==> config.mk <==
export PLATFORM = sky130hd
export DESIGN_NAME = eint_ctrl
export DESIGN_NICKNAME = d
export VERILOG_FILES = /design/src/rtl/eint_pkg.sv /design/src/rtl/eint_sync.sv /design/src/rtl/eint_detect.sv /design/src/rtl/eint_bank.sv /design/src/rtl/eint_ctrl.sv
export SDC_FILE = /design/constraint.sdc
export NUM_CORES = 1
export LEC_CHECK = 0
export CAP_MARGIN = 20
export CORE_MARGIN = 1.5
export CORE_UTILIZATION = 40
export CTS_BUF_LIST = sky130_fd_sc_hd__clkbuf_4
export CTS_CLUSTER_SIZE = 16
export DETAILED_ROUTE_END_ITERATION = 10
export GPL_TIMING_DRIVEN = 0
export PLACE_DENSITY = 0.55
export SLEW_MARGIN = 15
export SYNTH_ARGS = -nofsm -noshare
export SYNTH_HDL_FRONTEND = slang
export SYNTH_HIERARCHICAL = 1
export SYNTH_SLANG_ARGS = --single-unit
==> constraint.sdc <==
create_clock -name clk -period 5.3 [get_ports clk]
set_input_delay 1.325 -clock clk [delete_from_list [all_inputs] [get_ports clk]]
set_output_delay 1.325 -clock clk [all_outputs]
set_load 0.01 [all_outputs]
==> src/rtl/eint_pkg.sv <==
// Package: shared encodings for the external interrupt controller.
// Assumes trigger fields are 3 bits wide inside 4-bit nibbles.
package eint_pkg;

    localparam int TRIG_W      = 3;
    localparam int TRIG_STRIDE = 4;

    typedef enum logic [TRIG_W-1:0] {
        TRIG_LVL_LO = 3'd0,
        TRIG_LVL_HI = 3'd1,
        TRIG_FALL   = 3'd2,
        TRIG_RISE   = 3'd3,
        TRIG_BOTH   = 3'd4,
        TRIG_OFF5   = 3'd5,
        TRIG_OFF6   = 3'd6,
        TRIG_OFF    = 3'd7
    } trig_e;

    typedef enum logic [1:0] {
        KIND_TRIG = 2'd0,
        KIND_MASK = 2'd1,
        KIND_PEND = 2'd2,
        KIND_NONE = 2'd3
    } reg_kind_e;

endpackage

==> src/rtl/eint_sync.sv <==
// Module: eint_sync
// Two-flop synchroniser per pin, followed by one more stage that holds the
// previous synchronised sample for edge detection.
// Assumes pins are asynchronous and are held low while reset is active.
module eint_sync #(
    parameter int WIDTH = 32
) (
    input  logic             clk,
    input  logic             rst_n,
    input  logic [WIDTH-1:0] pin_i,
    output logic [WIDTH-1:0] cur_o,
    output logic [WIDTH-1:0] prev_o
);

    logic [WIDTH-1:0] meta_q;
    logic [WIDTH-1:0] cur_q;
    logic [WIDTH-1:0] prev_q;

    // Purpose: move the pins into the clock domain and keep one older sample.
    always_ff @(posedge clk) begin
        if (!rst_n) begin
            meta_q <= '0;
            cur_q  <= '0;
            prev_q <= '0;
        end else begin
            meta_q <= pin_i;
            cur_q  <= meta_q;
            prev_q <= cur_q;
        end
    end

    assign cur_o  = cur_q;
    assign prev_o = prev_q;

endmodule

==> src/rtl/eint_detect.sv <==
// Module: eint_detect
// Decodes one pin's trigger code against its current and previous
// synchronised samples and flags an event for this cycle.
// Assumes codes outside the five defined types mean "disabled".
module eint_detect
    import eint_pkg::*;
(
    input  logic [TRIG_W-1:0] trig_i,
    input  logic              cur_i,
    input  logic              prev_i,
    output logic              evt_o
);

    trig_e trig;
    assign trig = trig_e'(trig_i);

    // Purpose: pick the event condition that matches the trigger type.
    always_comb begin
        case (trig)
            TRIG_LVL_LO: evt_o = ~cur_i;
            TRIG_LVL_HI: evt_o = cur_i;
            TRIG_FALL:   evt_o = prev_i & ~cur_i;
            TRIG_RISE:   evt_o = ~prev_i & cur_i;
            TRIG_BOTH:   evt_o = prev_i ^ cur_i;
            default:     evt_o = 1'b0;
        endcase
    end

endmodule

==> src/rtl/eint_bank.sv <==
// Module: eint_bank
// Holds one bank's trigger fields, mask and pending bits, and runs one
// detector per pin. A clear write and a same-cycle event resolve to "set".
// Assumes DATA_W is wide enough for PINS nibbles.
module eint_bank
    import eint_pkg::*;
#(
    parameter int PINS   = 8,
    parameter int DATA_W = 32
) (
    input  logic              clk,
    input  logic              rst_n,
    input  logic [PINS-1:0]   cur_i,
    input  logic [PINS-1:0]   prev_i,
    input  logic              trig_we_i,
    input  logic              mask_we_i,
    input  logic              clr_we_i,
    input  logic [DATA_W-1:0] wdata_i,
    output logic [PINS-1:0]   pend_o,
    output logic [PINS-1:0]   mask_o,
    output logic [PINS-1:0]   evt_o,
    output logic [DATA_W-1:0] trig_rd_o
);

    logic [PINS-1:0][TRIG_W-1:0] trig_q;
    logic [PINS-1:0]             mask_q;
    logic [PINS-1:0]             pend_q;
    logic [PINS-1:0]             clr_bits;

    // Purpose: hold the per-pin trigger fields; a write keeps the low 3 bits of each nibble.
    always_ff @(posedge clk) begin
        if (!rst_n) begin
            for (int i = 0; i < PINS; i++) begin
                trig_q[i] <= TRIG_OFF;
            end
        end else if (trig_we_i) begin
            for (int i = 0; i < PINS; i++) begin
                trig_q[i] <= wdata_i[i*TRIG_STRIDE +: TRIG_W];
            end
        end
    end

    // Purpose: hold the mask bits; every pin starts masked.
    always_ff @(posedge clk) begin
        if (!rst_n) begin
            mask_q <= '1;
        end else if (mask_we_i) begin
            mask_q <= wdata_i[PINS-1:0];
        end
    end

    // Purpose: select the pending bits that this cycle's write clears.
    always_comb begin
        clr_bits = '0;
        if (clr_we_i) begin
            clr_bits = wdata_i[PINS-1:0];
        end
    end

    // Purpose: latch events; an event overrides a clear of the same bit.
    always_ff @(posedge clk) begin
        if (!rst_n) begin
            pend_q <= '0;
        end else begin
            pend_q <= (pend_q & ~clr_bits) | evt_o;
        end
    end

    // One detector per pin.
    for (genvar g = 0; g < PINS; g++) begin : g_det
        eint_detect u_det (
            .trig_i (trig_q[g]),
            .cur_i  (cur_i[g]),
            .prev_i (prev_i[g]),
            .evt_o  (evt_o[g])
        );
    end

    // Purpose: pack the trigger fields into nibbles for readback; spare bits read 0.
    always_comb begin
        trig_rd_o = '0;
        for (int i = 0; i < PINS; i++) begin
            trig_rd_o[i*TRIG_STRIDE +: TRIG_W] = trig_q[i];
        end
    end

    assign pend_o = pend_q;
    assign mask_o = mask_q;

endmodule

==> src/rtl/eint_ctrl.sv <==
// Module: eint_ctrl (top)
// External interrupt controller. Pins are grouped into banks; each bank has
// trigger, mask and pending registers on a simple register port. The low
// DIRECT_PINS pins each drive their own line; all remaining pins share one.
// Assumes DIRECT_PINS < NUM_BANKS*BANK_PINS and that reads are combinational.
module eint_ctrl
    import eint_pkg::*;
#(
    parameter int NUM_BANKS   = 4,
    parameter int BANK_PINS   = 8,
    parameter int DIRECT_PINS = 16,
    parameter int DATA_W      = 32,
    localparam int NUM_PINS   = NUM_BANKS * BANK_PINS,
    localparam int BANK_BITS  = (NUM_BANKS > 1) ? $clog2(NUM_BANKS) : 1,
    localparam int ADDR_W     = BANK_BITS + 2
) (
    input  logic                   clk,
    input  logic                   rst_n,
    input  logic [NUM_PINS-1:0]    pin_i,
    input  logic                   reg_we_i,
    input  logic [ADDR_W-1:0]      reg_addr_i,
    input  logic [DATA_W-1:0]      reg_wdata_i,
    output logic [DATA_W-1:0]      reg_rdata_o,
    output logic [DIRECT_PINS-1:0] irq_line_o,
    output logic                   irq_shared_o
);

    logic [NUM_PINS-1:0]               cur;
    logic [NUM_PINS-1:0]               prev;
    logic [NUM_PINS-1:0]               pend_all;
    logic [NUM_PINS-1:0]               mask_all;
    logic [NUM_PINS-1:0]               evt_all;
    logic [NUM_PINS-1:0]               active;
    logic [NUM_BANKS-1:0][DATA_W-1:0]  trig_rd;
    logic [NUM_BANKS-1:0]              trig_we;
    logic [NUM_BANKS-1:0]              mask_we;
    logic [NUM_BANKS-1:0]              clr_we;
    reg_kind_e                         kind;
    logic [BANK_BITS-1:0]              bank_sel;

    assign kind     = reg_kind_e'(reg_addr_i[ADDR_W-1 -: 2]);
    assign bank_sel = reg_addr_i[BANK_BITS-1:0];

    // Synchroniser for all pins.
    eint_sync #(.WIDTH(NUM_PINS)) u_sync (
        .clk    (clk),
        .rst_n  (rst_n),
        .pin_i  (pin_i),
        .cur_o  (cur),
        .prev_o (prev)
    );

    // One bank per group of BANK_PINS pins, with its own write decode.
    for (genvar b = 0; b < NUM_BANKS; b++) begin : g_bank
        assign trig_we[b] = reg_we_i && (kind == KIND_TRIG) && (bank_sel == BANK_BITS'(b));
        assign mask_we[b] = reg_we_i && (kind == KIND_MASK) && (bank_sel == BANK_BITS'(b));
        assign clr_we[b]  = reg_we_i && (kind == KIND_PEND) && (bank_sel == BANK_BITS'(b));

        eint_bank #(.PINS(BANK_PINS), .DATA_W(DATA_W)) u_bank (
            .clk       (clk),
            .rst_n     (rst_n),
            .cur_i     (cur[b*BANK_PINS +: BANK_PINS]),
            .prev_i    (prev[b*BANK_PINS +: BANK_PINS]),
            .trig_we_i (trig_we[b]),
            .mask_we_i (mask_we[b]),
            .clr_we_i  (clr_we[b]),
            .wdata_i   (reg_wdata_i),
            .pend_o    (pend_all[b*BANK_PINS +: BANK_PINS]),
            .mask_o    (mask_all[b*BANK_PINS +: BANK_PINS]),
            .evt_o     (evt_all[b*BANK_PINS +: BANK_PINS]),
            .trig_rd_o (trig_rd[b])
        );
    end

    // Purpose: return the register selected by the address; unused kinds read 0.
    always_comb begin
        reg_rdata_o = '0;
        if (int'(bank_sel) < NUM_BANKS) begin
            case (kind)
                KIND_TRIG: reg_rdata_o = trig_rd[bank_sel];
                KIND_MASK: reg_rdata_o = DATA_W'(mask_all[int'(bank_sel)*BANK_PINS +: BANK_PINS]);
                KIND_PEND: reg_rdata_o = DATA_W'(pend_all[int'(bank_sel)*BANK_PINS +: BANK_PINS]);
                default:   reg_rdata_o = '0;
            endcase
        end
    end

    // Purpose: a pin requests service while it is pending and unmasked.
    assign active       = pend_all & ~mask_all;
    assign irq_line_o   = active[DIRECT_PINS-1:0];
    assign irq_shared_o = |active[NUM_PINS-1:DIRECT_PINS];

endmodule

== Yosys cells after proc, flatten, opt, wreduce, memory -nomap -nowiden ==
Index checks and enable logic that the tools add are counted.

* Register bits: 256
* Latch bits: 0
* RAM bits: 0
* ROM bits: 0
* Input bits: 71
* Output and inout port bits: 49
* Logic and storage cells: 442
* Memories kept: 0

* $add $sub $neg: 0
* Multipliers: 0
* Div/mod/pow operators: 0
* Order comparisons: 1
* Eq/ne operators: 133
* Shifts and indexed selects: 2
* Mux-type cells: 39
* Bitwise gates (word level): 174
* Reductions and logical operators: 50

{| class="wikitable"
|+ Operators by type and width
! cell !! count
|-
| $eq A3 B2 Y1 const B || 64
|-
| $pmux W1 S5 || 32
|-
| $eq A3 B1 Y1 const B || 32
|-
| $eq A3 B3 Y1 const B || 32
|-
| $logic_not A3 Y1 || 32
|-
| $pmux W32 S3 || 1
|-
| $and A1 B1 Y1 || 64
|-
| $bmux W32 S2 || 1
|-
| $not A1 Y1 || 64
|-
| $shiftx A32 B6 Y8 || 2
|-
| $and A32 B32 Y32 || 1
|-
| $and A8 B8 Y8 || 4
|-
| $mux W32 || 1
|-
| $mux W8 || 4
|-
| $not A32 Y32 || 1
|-
| $not A8 Y8 || 4
|-
| $or A8 B8 Y8 || 4
|-
| $xor A1 B1 Y1 || 32
|-
| $reduce_or A16 Y1 || 1
|-
| $logic_and A1 B1 Y1 || 15
|-
| $eq A2 B2 Y1 const B || 3
|-
| $eq A2 B1 Y1 const B || 2
|-
| $logic_not A2 Y1 || 2
|-
| $lt A2 B3 Y1 const B || 1
|}

== Depth between registers and ports, before layout ==
Gate-level depths: netlist of the first run.

* Depth after elaboration: 7
* Gate-level depth with buffers: 9
* Gate-level depth less buffers: 7

== By module ==
Netlist of the first run, hierarchy kept.

{| class="wikitable"
|+ By module, submodules not included
! module !! times used !! cells an instance !! area an instance (sq um) !! sequential area each (sq um)
|-
| eint_bank || 4 || 146 || 1,503.9 || 800.8
|-
| eint_sync || 1 || 202 || 2,603.7 || 1,921.8
|-
| eint_detect || 32 || 10 || 78.8 || 0.0
|-
| eint_ctrl || 1 || 209 || 1,921.8 || 0.0
|}

== Least setup slack after synthesis of the first run ==
No wires, ideal clock.

* Path type: in2out
* Start: input port reg_addr_i[2]
* End: output port reg_rdata_o[2]
* Arrival time: 2.503 ns
* Required time: 3.975 ns
* Setup slack: 1.472 ns
* Stages on the path: 7
* Path buffers: 2
* Path through: inv_1 > ha_1 > buf_4 > buf_4 > mux4_2 > nor2_1 > o31ai_1

* Cells in the longest elaborated chain, start to end: 2
* Elaborated cells between the ends (all ways): 4
* Those cells by class: eq/ne: 2; mux: 1; reduce/logical: 1

{| class="wikitable"
|+ Ends and longest elaborated chain
! element !! RTL line !! source
|-
| start: declaration || eint_ctrl.sv:21 || <nowiki>input logic [ADDR_W-1:0] reg_addr_i,</nowiki>
|-
| $eq A2 B2 Y1 (tied with other cells) || eint_ctrl.sv:79 || <nowiki>case (kind)</nowiki>
|-
| $pmux W32 S3 (*) || eint_ctrl.sv:79 ||
|-
| end: declaration || eint_ctrl.sv:23 || <nowiki>output logic [DATA_W-1:0] reg_rdata_o,</nowiki>
|}

Mark *: on every way between the ends. The rest lies on a longest branch, timed or not.

== Worst setup path after layout of the first run ==
* Start: input port reg_addr_i[2]
* End: output port reg_rdata_o[21]

Same word-level chain as after synthesis.

==> summary.txt, run 1 <==
Status
  – Outcome: finished, final reports clean

Global routing
  – Overflow after GRT: 0
  – Peak-usage layer in the global routing report: met2
  – Met3 usage in global routing: 0.04616
  – Wire length of the first global-routing pass: between 50,000 and 60,000 um
  – Grt met1 use: 0.3188
  – Number of antenna violations at the first check in global routing: 3
  – Vias in the first global route: 9,473
  – Total routing resource utilization after global routing: 0.2358
  – Routing usage on met2: 0.3759
  – Largest net degree at the start of global routing: 23

Yosys
  – Sequential share of the synthesized area: 0.3923
  – Cell types with the largest area share after synthesis: sky130_fd_sc_hd__dfxtp_1 39%, sky130_fd_sc_hd__mux2i_1 12%, sky130_fd_sc_hd__ha_1 6.5%, sky130_fd_sc_hd__mux4_2 5.9%, sky130_fd_sc_hd__and2_1 5.7%
  – Proportion of netlist area held by the largest area contributor: 0.3923
  – Distinct cells, synth: 31
  – Number of flip-flops and latches in the synthesized netlist: between 200 and 300
  – Post-synth top area cell: sky130_fd_sc_hd__dfxtp_1
  – Post-Synthesis Mean Instance Area: 9.934 um^2
  – Share of flip-flops with an asynchronous set or reset: 0
  – Dominant cell by count in the synthesized netlist: sky130_fd_sc_hd__dfxtp_1
  – Gate count of the mapped netlist: 1,315
  – Ranking of synthesized cells by instance count: 256 x sky130_fd_sc_hd__dfxtp_1, 160 x sky130_fd_sc_hd__mux2i_1, 140 x sky130_fd_sc_hd__nand2_1
  – Number of warnings issued by yosys: 6
  – Number of synthesized flops with an enable pin: 0
  – Mapped cell area: 13,060 um^2
  – Commonest register cell after synthesis: sky130_fd_sc_hd__dfxtp_1

Power and ir drop
  – Worst IR Drop VDD: roughly 0.00014 V
  – Power per cell area: about 270 nW/um^2
  – Total power: slightly above 4 mW
  – Reported leakage power: ~6 nW

Timing
  – Time the worst path needs with I/O delays and setup: about 5.1 ns
  – Unrepaired setup endpoints after global routing: no
  – Final setup fails: 0
  – Worst setup skew after layout: roughly 0.05 ns
  – Slew at the pin closest to its max-slew limit: around 0.85 ns
  – Slew Limit Fails: 0
  – F_max: 194.6 MHz
  – Post-route fraction of the period consumed by the critical path: 0.9698
  – Post-route setup TNS: 0 ns
  – Rel. slew slack: 0.4309
  – Final-report hold violation count: 0

Final layout
  – Utilization of the core after routing: 0.4899
  – Post-route cell area: approximately 16,000 um^2
  – Area delta synth->final: 19.56%
  – # nets final: about 1.7k
  – Number of inserted filler cells in the final layout: between 3k and 4k
  – Layout cell share with drive strength beyond 1: 0.1570

Critical path
  – Crit path max fanout: 10
  – Startpoint-to-endpoint class of the critical path: input pin to output port
  – Worst Path Required: between 3 and 4 ns
  – Critical path's slowest cell: sky130_fd_sc_hd__clkdlybuf4s50_1
  – Buffers plus inverters on the worst setup path: 4
  – CP arrival: ~3.8 ns
  – CP dominant cell by count: sky130_fd_sc_hd__clkdlybuf4s50_1
  – Cell breakdown of the critical path: clkdlybuf4s50_1 -> inv_1 -> ha_1 -> nor2b_2 -> clkbuf_2 -> and2_1 -> clkdlybuf4s50_1
  – Worst path max stage delay: approximately 0.56 ns
  – Type of origin of the critical path: input pin
  – Crit path capture type: output port
  – Crit path max-delay family: buffers and inverters

Clock network
  – CTS tree: done
  – Count of H-tree levels built during CTS: 3
  – Count of hold buffers inserted by post-cts repair: 0
  – Worst-Skew Late Latency: 0.69 ns
  – Clock root buffer: sky130_fd_sc_hd__clkbuf_4
  – Postcts setup bufs: 0
  – Number of buffers created by CTS: 74
  – Clock net sink count: around 260
  – Longest Clk Path Bufs: 3
  – Reg clk slew, reported paths: around 0.060 ns

Floorplanning
  – Die extent in x: between 150 and 200 um
  – Chip height: between 150 and 200 um
  – # rows: 65
  – Top-level I/O count: 120
  – Area of the core: 31,880 um^2
  – Starting Density: 0.4098
  – Total Die Area: 33,750 um^2

Worst hold path
  – Worst Hold Class: register to register

Drt
  – WL final: between 30,000 and 40,000 um
  – Starting DRT DRC Count: about 680
  – Number of vias after detailed routing: a little over 10k
  – DR DRC count: 0
  – Antenna Nets Post-Route: 0
  – Number of search-and-repair iterations in the first detailed-routing pass: 5
  – Average routed wire per standard cell: between 15 and 20 um
  – Via density per instance: ~5.0

Placed design
  – Total cell area at the placement stage: ~15,000 um^2
  – DP Wirelength: 27,920 um
  – Routability congestion estimate from global placement: between 0.8 and 0.9
  – Number of I/O port buffers: 105

Flow run
  – Number of max-capacitance violations reported: 0
[per-stage QoR]
step	hold slack, ns	setup WS, ns	instances
6_report	0.4260	0.1602	2004
2_1_floorplan	0.4119	1.472	1343
3_3_place_gp	0.4137	-0.2546	1883
3_5_place_dp	0.4186	-0.2615	1883
4_1_cts	0.4320	0.05576	2002
5_1_grt	0.4420	0.07729	2003
[final timing paths]
check | end | cells past startpoint | from | slack [ns]
max reg2reg | g_bank[0].u_bank/pend_o[2] | 7 | u_sync/cur_o[2] | 3.56
max | reg_rdata_o[21] | 7 | reg_addr_i[2] | 0.16
min reg2reg | u_sync/cur_o[1] | 1 | u_sync/meta_q[1] | 0.43
min | u_sync/cur_o[1] | 1 | u_sync/meta_q[1] | 0.43
[cell families after synthesis]
family,Yosys count,synth area share
AOI/OAI and AO/OA,98,0.04540
xor gates and xnor gates,32,0.02145
adders and majority gates,68,0.06513
buffers and inverters,199,0.08687
DFF,256,0.3923
muxes,214,0.1984
other,4,0.001149
and+or+nand+nor,444,0.1893
[final cells by class]
cell class	instances	area, um^2	share of cell area
antenna	2	5.005	0.0003204
clock buffer	103	773.2	0.04951
clock inverter	16	67.56	0.004326
sequential	256	5125	0.3281
inverter	102	382.9	0.02451
tap	435	544.3	0.03485
buffer	97	755.7	0.04839
multi-input combinational	888	6914	0.4427
timing repair buffer	105	1051	0.06729
[flip-flops by register name, summed over array words and instances, names as in the netlist]
name / flops
u_sync/meta_q: 32
g_bank.u_bank/trig_rd_o: 96
u_sync/prev_o: 32
g_bank.u_bank/pend_o: 32
u_sync/cur_o: 32
g_bank.u_bank/mask_o: 32
[layout by cell type (no fill, tap or decap), types with 14 or more instances in the layout]
master / synthesis / final
sky130_fd_sc_hd__dfxtp_1: 256 / 256
sky130_fd_sc_hd__mux2i_1: 160 / 160
sky130_fd_sc_hd__nand2_1: 140 / 140
sky130_fd_sc_hd__and2_1: 120 / 120
sky130_fd_sc_hd__clkdlybuf4s50_1: 0 / 105
sky130_fd_sc_hd__clkbuf_4: 0 / 103
sky130_fd_sc_hd__inv_1: 102 / 102
sky130_fd_sc_hd__ha_1: 68 / 68
sky130_fd_sc_hd__buf_4: 38 / 38
sky130_fd_sc_hd__nor2b_1: 38 / 36
sky130_fd_sc_hd__mux4_2: 34 / 34
sky130_fd_sc_hd__o21ai_1: 32 / 32
sky130_fd_sc_hd__a31oi_1: 32 / 32
sky130_fd_sc_hd__conb_1: 4 / 32
sky130_fd_sc_hd__nor3b_1: 32 / 32
sky130_fd_sc_hd__nor4b_1: 32 / 32
sky130_fd_sc_hd__xor2_1: 32 / 32
sky130_fd_sc_hd__nor3_1: 32 / 32
sky130_fd_sc_hd__or3_1: 32 / 32
sky130_fd_sc_hd__buf_2: 20 / 20
sky130_fd_sc_hd__mux2_2: 20 / 20
sky130_fd_sc_hd__clkbuf_1: 19 / 16
sky130_fd_sc_hd__nor2_1: 14 / 14
[power breakdown]
part / switching (mW) / total [mW] / internal (mW)
combinational: 0.215 / 0.417 / 0.202
clock: 0.834 / 1.72 / 0.886
sequential: 0.0349 / 2.00 / 1.97
[layer usage]
layer,vias up,wire length [um],part of all wire
met1,4838,18200,0.46
met2,307,17710,0.45
met4,0,845,0.022
met5,-,0,0
met3,59,2497,0.064
li1,4890,-,-
[timing repair]
| action | in CTS | in global routing |
|---|---|---|
| resized for setup | 2 | 5 |
| gates cloned | 0 | 0 |
| setup endpoints to repair | 18 | 12 |
No activity file was read; power rests on OpenSTA's default activity.
==> run 2: changes to the inputs <==
CTS_CLUSTER_SIZE = not set   (was 16)
==> run 2 against run 1 <==
Against the previous run:
- sequential cell count is the same
- critical path depth unchanged
- cell area barely moved
- fmax up 0.30%
- setup slack improved by 0.015 ns
- worst hold slack barely moved
- clock-buffer cell count is 2 lower
==> summary.txt, run 2 (synthesis results as in run 1) <==
Clock network
  – Clock root buffer: sky130_fd_sc_hd__clkbuf_4
  – Postcts setup bufs: 0
  – CTS tree: done
  – Worst-Skew Late Latency: roughly 0.69 ns
  – Number of buffers created by CTS: 74
  – Count of H-tree levels built during CTS: 3
  – Clock net sink count: around 260
  – Reg clk slew, reported paths: about 0.060 ns
  – Longest Clk Path Bufs: 3

Flow run
  – Number of max-capacitance violations reported: 0

Timing
  – Worst setup skew after layout: 0.04594 ns
  – Rel. slew slack: 0.4369
  – Final setup fails: 0
  – Final-report hold violation count: 0
  – Time the worst path needs with I/O delays and setup: roughly 5.1 ns
  – Slew at the pin closest to its max-slew limit: 0.8447 ns
  – Post-route fraction of the period consumed by the critical path: 0.9669
  – Unrepaired setup endpoints after global routing: no
  – F_max: between 150 and 200 MHz
  – Slew Limit Fails: 0

Worst hold path
  – Worst Hold Class: register to register
  – Hold path depth: 1
  – Startpoint of the lowest-slack hold path: u_sync/meta_q[1]
  – Hold path endpoint: u_sync/cur_o[1]

Final layout
  – Area delta synth->final: 19.45%
  – # nets final: 1,663
  – Area of all sequential standard cells: 5125 um^2
  – Most common cell after layout, fill and taps aside: sky130_fd_sc_hd__dfxtp_1
  – Max FFs per register: 96
  – Number of inserted filler cells in the final layout: 3,167
  – Total area of multi-input combinational cells: 6914 um^2
  – Layout cell share with drive strength beyond 1: 0.1558
  – Leading cell types in the layout, fill and taps excluded: 256 x sky130_fd_sc_hd__dfxtp_1, 160 x sky130_fd_sc_hd__mux2i_1, 140 x sky130_fd_sc_hd__nand2_1, 120 x sky130_fd_sc_hd__and2_1, 105 x sky130_fd_sc_hd__clkdlybuf4s50_1
  – Non-filler cells, final: about 2k

Critical path
  – Register-to-register setup slack: around 3.6 ns
  – RR Endpoint: g_bank[0].u_bank/pend_o[2]
  – Crit path capture type: output port
  – Type of origin of the critical path: input pin
  – Number of cells traversed by the worst register-to-register path: 7
  – Start of the worst register-to-register path: u_sync/cur_o[2]
  – Startpoint-to-endpoint class of the critical path: input pin to output port
  – Crit path max fanout: 10
  – CP arrival: roughly 3.8 ns
  – Worst Path Required: slightly below 4 ns

Floorplanning
  – Top-level I/O count: 120
  – Chip height: about 180 um
  – Total Die Area: between 30,000 and 40,000 um^2
  – Area of the core: 31,880 um^2
  – Die extent in x: ~180 um
  – Starting Density: 0.4098
  – # rows: 65

Placed design
  – Number of instances in the placed design: 1,883
  – DP Wirelength: between 20,000 and 30,000 um
  – Number of I/O port buffers: between 100 and 150
  – Routability congestion estimate from global placement: 0.8870

Drt
  – Number of search-and-repair iterations in the first detailed-routing pass: 6
  – Number of vias after detailed routing: between 10k and 15k
  – Via density per instance: between 5 and 6
  – WL final: 39,180 um
  – Antenna Nets Post-Route: 0
  – Starting DRT DRC Count: about 640
  – DR DRC count: 0
  – Average routed wire per standard cell: roughly 20 um

Power and ir drop
  – Total power: between 4 and 5 mW
  – Power per cell area: 263.7 nW/um^2
  – Worst IR Drop VDD: between 0.0001 and 0.00015 V
  – Reported leakage power: 6.018 nW

Global routing
  – Largest net degree at the start of global routing: 23
  – Number of antenna violations at the first check in global routing: 3
  – Wire length of the first global-routing pass: around 58,000 um
  – Overflow after GRT: 0
  – Vias in the first global route: ~9.5k
  – Total routing resource utilization after global routing: 0.2355

Status
  – Outcome: finished, final reports clean
==> run 2: changes by cell type in the layout (fill, tap and decap cells not counted) <==
cell                       before  now
sky130_fd_sc_hd__clkbuf_4     103  101
sky130_fd_sc_hd__diode_2        2    1
sky130_fd_sc_hd__clkinv_1      11   12
==> run 2: metrics by stage <==
step	area [um^2]	hold slack (ns)	setup WS, ns	utilization	TNS, ns
6_report	15610	0.4262	0.1754	0.4895	0
5_1_grt	15610	0.4420	0.07729	0.4895	0
3_3_place_gp	14760	0.4137	-0.2546	0.4631	-1.571
2_1_floorplan	13170	0.4119	1.472	-	0
3_5_place_dp	14760	0.4186	-0.2615	0.4631	-1.577
4_1_cts	15600	0.4320	0.05576	0.4892	0
==> run 2: cell type report <==
cell class / count / area share
buffer: 97 / 0.04843
clock inverter: 17 / 0.004570
sequential: 256 / 0.3284
clock buffer: 101 / 0.04859
antenna: 1 / 0.0001604
tap: 435 / 0.03488
timing repair buffer: 105 / 0.06735
inverter: 102 / 0.02453
multi-input combinational: 888 / 0.4431
==> run 2: worst max-delay path, cell delays in order <==
cell	delay [ns]
sky130_fd_sc_hd__clkdlybuf4s50_1	0.47
sky130_fd_sc_hd__inv_1	0.10
sky130_fd_sc_hd__ha_1	0.26
sky130_fd_sc_hd__nor2b_2	0.40
sky130_fd_sc_hd__clkbuf_2	0.43
sky130_fd_sc_hd__and2_1	0.26
sky130_fd_sc_hd__clkdlybuf4s50_1	0.56
==> run 2: worst max-delay path by stage <==
stage,start,endpoint
after floorplan,reg_addr_i[2],reg_rdata_o[2]
after global placement,reg_addr_i[2],reg_rdata_o[21]
after detailed placement,reg_addr_i[2],reg_rdata_o[21]
after CTS,reg_addr_i[2],reg_rdata_o[6]
after global routing,reg_addr_i[2],reg_rdata_o[21]
final,reg_addr_i[2],reg_rdata_o[21]
==> run 2: repair_timing <==
action / CTS / global route
setup endpoints to repair: 18 / 12
hold buffers: 0 / 0
cloned: 0 / 0
gates resized for setup: 2 / 5
==> run 2: per-layer routing <==
metal	vias to the layer above	GRT usage	part of all wire	wire, um
li1	4877	-	-	-
met4	0	0.08328	0.022	863
met3	61	0.04081	0.063	2475
met2	325	0.3774	0.45	17660
met1	4799	0.3185	0.46	18180
met5	-	0	0	0
==> run 2: where the power goes <==
part / leakage, nW / internal (mW) / switching [mW] / total [mW]
combinational: 3.44 / 0.202 / 0.215 / 0.417
sequential: 2.09 / 1.97 / 0.0351 / 2.00
clock: 0.497 / 0.871 / 0.824 / 1.70
==> run 3: changes to the inputs <==
CORE_UTILIZATION = 60   (was 40)
PLACE_DENSITY = 0.79   (was 0.55)
==> run 3 against run 2 <==
Against the previous run:
- first-iteration DRC count increased by 28%
- routed wire length shrank 9.4%
- total power shrank 0.67%
- worst hold slack got worse by 0.010 ns
- combinational power down 2%
- final cell count fell by 8.5%
- setup slack worse by 0.042 ns
==> summary.txt, run 3 (synthesis results as in run 1) <==
Critical path
  – Number of cells traversed by the worst register-to-register path: 7
  – RR Endpoint: g_bank[1].u_bank/pend_o[7]
  – Worst Path Required: roughly 4 ns
  – Crit path max fanout: 10
  – Crit path capture type: output port
  – Register-to-register setup slack: 3.59 ns
  – CP arrival: 3.84 ns
  – Startpoint-to-endpoint class of the critical path: input pin to output port
  – Start of the worst register-to-register path: u_sync/cur_o[15]
  – Type of origin of the critical path: input pin
  – Start point of the critical path: reg_addr_i[3]

Global routing
  – Vias in the first global route: between 10k and 15k
  – Overflow after GRT: 0
  – Total routing resource utilization after global routing: 0.3233
  – Met3 usage in global routing: 0.07364
  – Grt met1 use: 0.4113
  – Routing usage on met2: 0.5186
  – Number of antenna violations at the first check in global routing: 1
  – Wire length of the first global-routing pass: ~55,000 um
  – Peak-usage layer in the global routing report: met2
  – Largest net degree at the start of global routing: 23

Worst hold path
  – Hold path endpoint: u_sync/cur_o[27]
  – Worst Hold Class: register to register
  – Startpoint of the lowest-slack hold path: u_sync/meta_q[27]
  – Hold path depth: 1

Clock network
  – Number of buffers created by CTS: 70
  – Reg clk slew, reported paths: approximately 0.06 ns
  – Count of H-tree levels built during CTS: 3
  – Worst-Skew Late Latency: about 0.66 ns
  – Longest Clk Path Bufs: 3
  – Count of hold buffers inserted by post-cts repair: 0
  – Postcts setup bufs: 0
  – CTS tree: done
  – Clock root buffer: sky130_fd_sc_hd__clkbuf_4
  – Clock net sink count: 256

Flow run
  – Number of max-capacitance violations reported: 0

Power and ir drop
  – Worst IR Drop VDD: about 0.00023 V
  – Power per cell area: ~270 nW/um^2
  – Reported leakage power: ~6.0 nW

Final layout
  – Max FFs per register: between 90 and 100
  – Most common cell after layout, fill and taps aside: sky130_fd_sc_hd__dfxtp_1
  – Area delta synth->final: 17.70%
  – # nets final: 1,659
  – Non-filler cells, final: ~1.8k
  – Leading cell types in the layout, fill and taps excluded: 256 x sky130_fd_sc_hd__dfxtp_1, 160 x sky130_fd_sc_hd__mux2i_1, 140 x sky130_fd_sc_hd__nand2_1, 120 x sky130_fd_sc_hd__and2_1, 105 x sky130_fd_sc_hd__clkdlybuf4s50_1
  – Layout cell share with drive strength beyond 1: 0.1498
  – Number of inserted filler cells in the final layout: about 1.6k

Timing
  – Post-route fraction of the period consumed by the critical path: 0.9748
  – Slew Limit Fails: 0
  – Unrepaired setup endpoints after global routing: no
  – Smallest setup slack after layout: ~0.13 ns
  – Time the worst path needs with I/O delays and setup: slightly above 5 ns
  – Final-report hold violation count: 0
  – Post-route setup TNS: 0 ns
  – Final setup fails: 0
  – Rel. slew slack: 0.4803
  – Worst setup skew after layout: approximately 0.037 ns
  – Slew at the pin closest to its max-slew limit: 0.7796 ns
  – F_max: ~190 MHz

Placed design
  – Number of instances in the placed design: roughly 1.7k
  – DP Wirelength: ~25,000 um
  – Number of I/O port buffers: roughly 110
  – Routability congestion estimate from global placement: 0.9412
  – Post-Place Setup Slack: -0.05866 ns

Drt
  – WL final: about 36,000 um
  – Via density per instance: ~5.6
  – Average routed wire per standard cell: just under 20 um
  – Number of vias after detailed routing: a little over 10k
  – Antenna Nets Post-Route: 0
  – Number of search-and-repair iterations in the first detailed-routing pass: 5
  – DR DRC count: 0
  – Starting DRT DRC Count: 817

Status
  – Outcome: finished, final reports clean

Floorplanning
  – Area of the core: between 20,000 and 25,000 um^2
  – Chip height: about 150 um
  – # rows: 53
  – Die extent in x: 150.6 um
  – Top-level I/O count: 120
  – Starting Density: 0.6156
  – Total Die Area: 22,670 um^2
## run 3: cell types whose count changed in the layout (fill, tap and decap cells not counted), moves of 2 or more
cell	previous run	this run
sky130_fd_sc_hd__inv_2	3	1
sky130_fd_sc_hd__bufinv_16	0	2
sky130_fd_sc_hd__clkinvlp_4	2	0
sky130_fd_sc_hd__clkbuf_4	101	93
sky130_fd_sc_hd__clkinv_1	12	10
## run 3: worst max-delay path by stage
stage,endpoint,slack (ns)
after detailed placement,reg_rdata_o[21],-0.06
after floorplan,reg_rdata_o[2],1.47
after global routing,reg_rdata_o[6],0.03
after CTS,reg_rdata_o[6],0.09
final,reg_rdata_o[10],0.13
after global placement,reg_rdata_o[9],-0.08
## run 3: repair_timing
item | in CTS | in global routing
setup endpoints to repair | 7 | 4
resized for setup | 2 | 2
gates cloned | 0 | 0
## run 3: area by class of cell
| cell class | count | area [um^2] | share of cell area |
|---|---|---|---|
| Clock buffer | 93 | 698.2 | 0.04541 |
| Buffer | 97 | 754.5 | 0.04907 |
| Timing Repair Buffer | 105 | 1051 | 0.06835 |
| Sequential cell | 256 | 5125 | 0.3333 |
| Clock inverter | 14 | 106.4 | 0.006917 |
| Inverter | 102 | 382.9 | 0.02490 |
| Multi-Input combinational cell | 888 | 6912 | 0.4495 |
| Tap cell | 275 | 344.1 | 0.02238 |
| Antenna cell | 1 | 2.502 | 0.0001627 |
## run 3: power breakdown
part / total, mW / switching, mW / internal (mW)
logic: 0.408 / 0.206 / 0.202
clock network: 1.68 / 0.777 / 0.899
registers: 2.00 / 0.0355 / 1.97
## run 3: critical path, cell delays in order
cell	delay (ns)
sky130_fd_sc_hd__clkdlybuf4s50_1	0.46
sky130_fd_sc_hd__inv_1	0.11
sky130_fd_sc_hd__ha_1	0.24
sky130_fd_sc_hd__nor2b_2	0.38
sky130_fd_sc_hd__clkbuf_1	0.52
sky130_fd_sc_hd__and2_1	0.26
sky130_fd_sc_hd__clkdlybuf4s50_1	0.54
## run 3: per-layer routing
layer / up-vias / routed length [um]
met1: 4907 / 14840
met5: - / 0
li1: 4852 / -
met4: 0 / 1113
met3: 74 / 3309
met2: 487 / 16250
## run 3: metrics by stage
| step | hold slack, ns | util | power [mW] | cell area, um^2 |
|---|---|---|---|---|
| 6_report | 0.4158 | 0.7246 | 4.087 | 15380 |
| 5_1_grt | 0.4465 | 0.7246 | 4.253 | 15380 |
| 4_1_cts | 0.4243 | 0.7244 | 4.116 | 15370 |
| 3_5_place_dp | 0.4193 | 0.6863 | 2.445 | 14560 |
| 3_3_place_gp | 0.4129 | 0.6863 | 2.435 | 14560 |
| 2_1_floorplan | 0.4119 | - | 2.261 | 13170 |
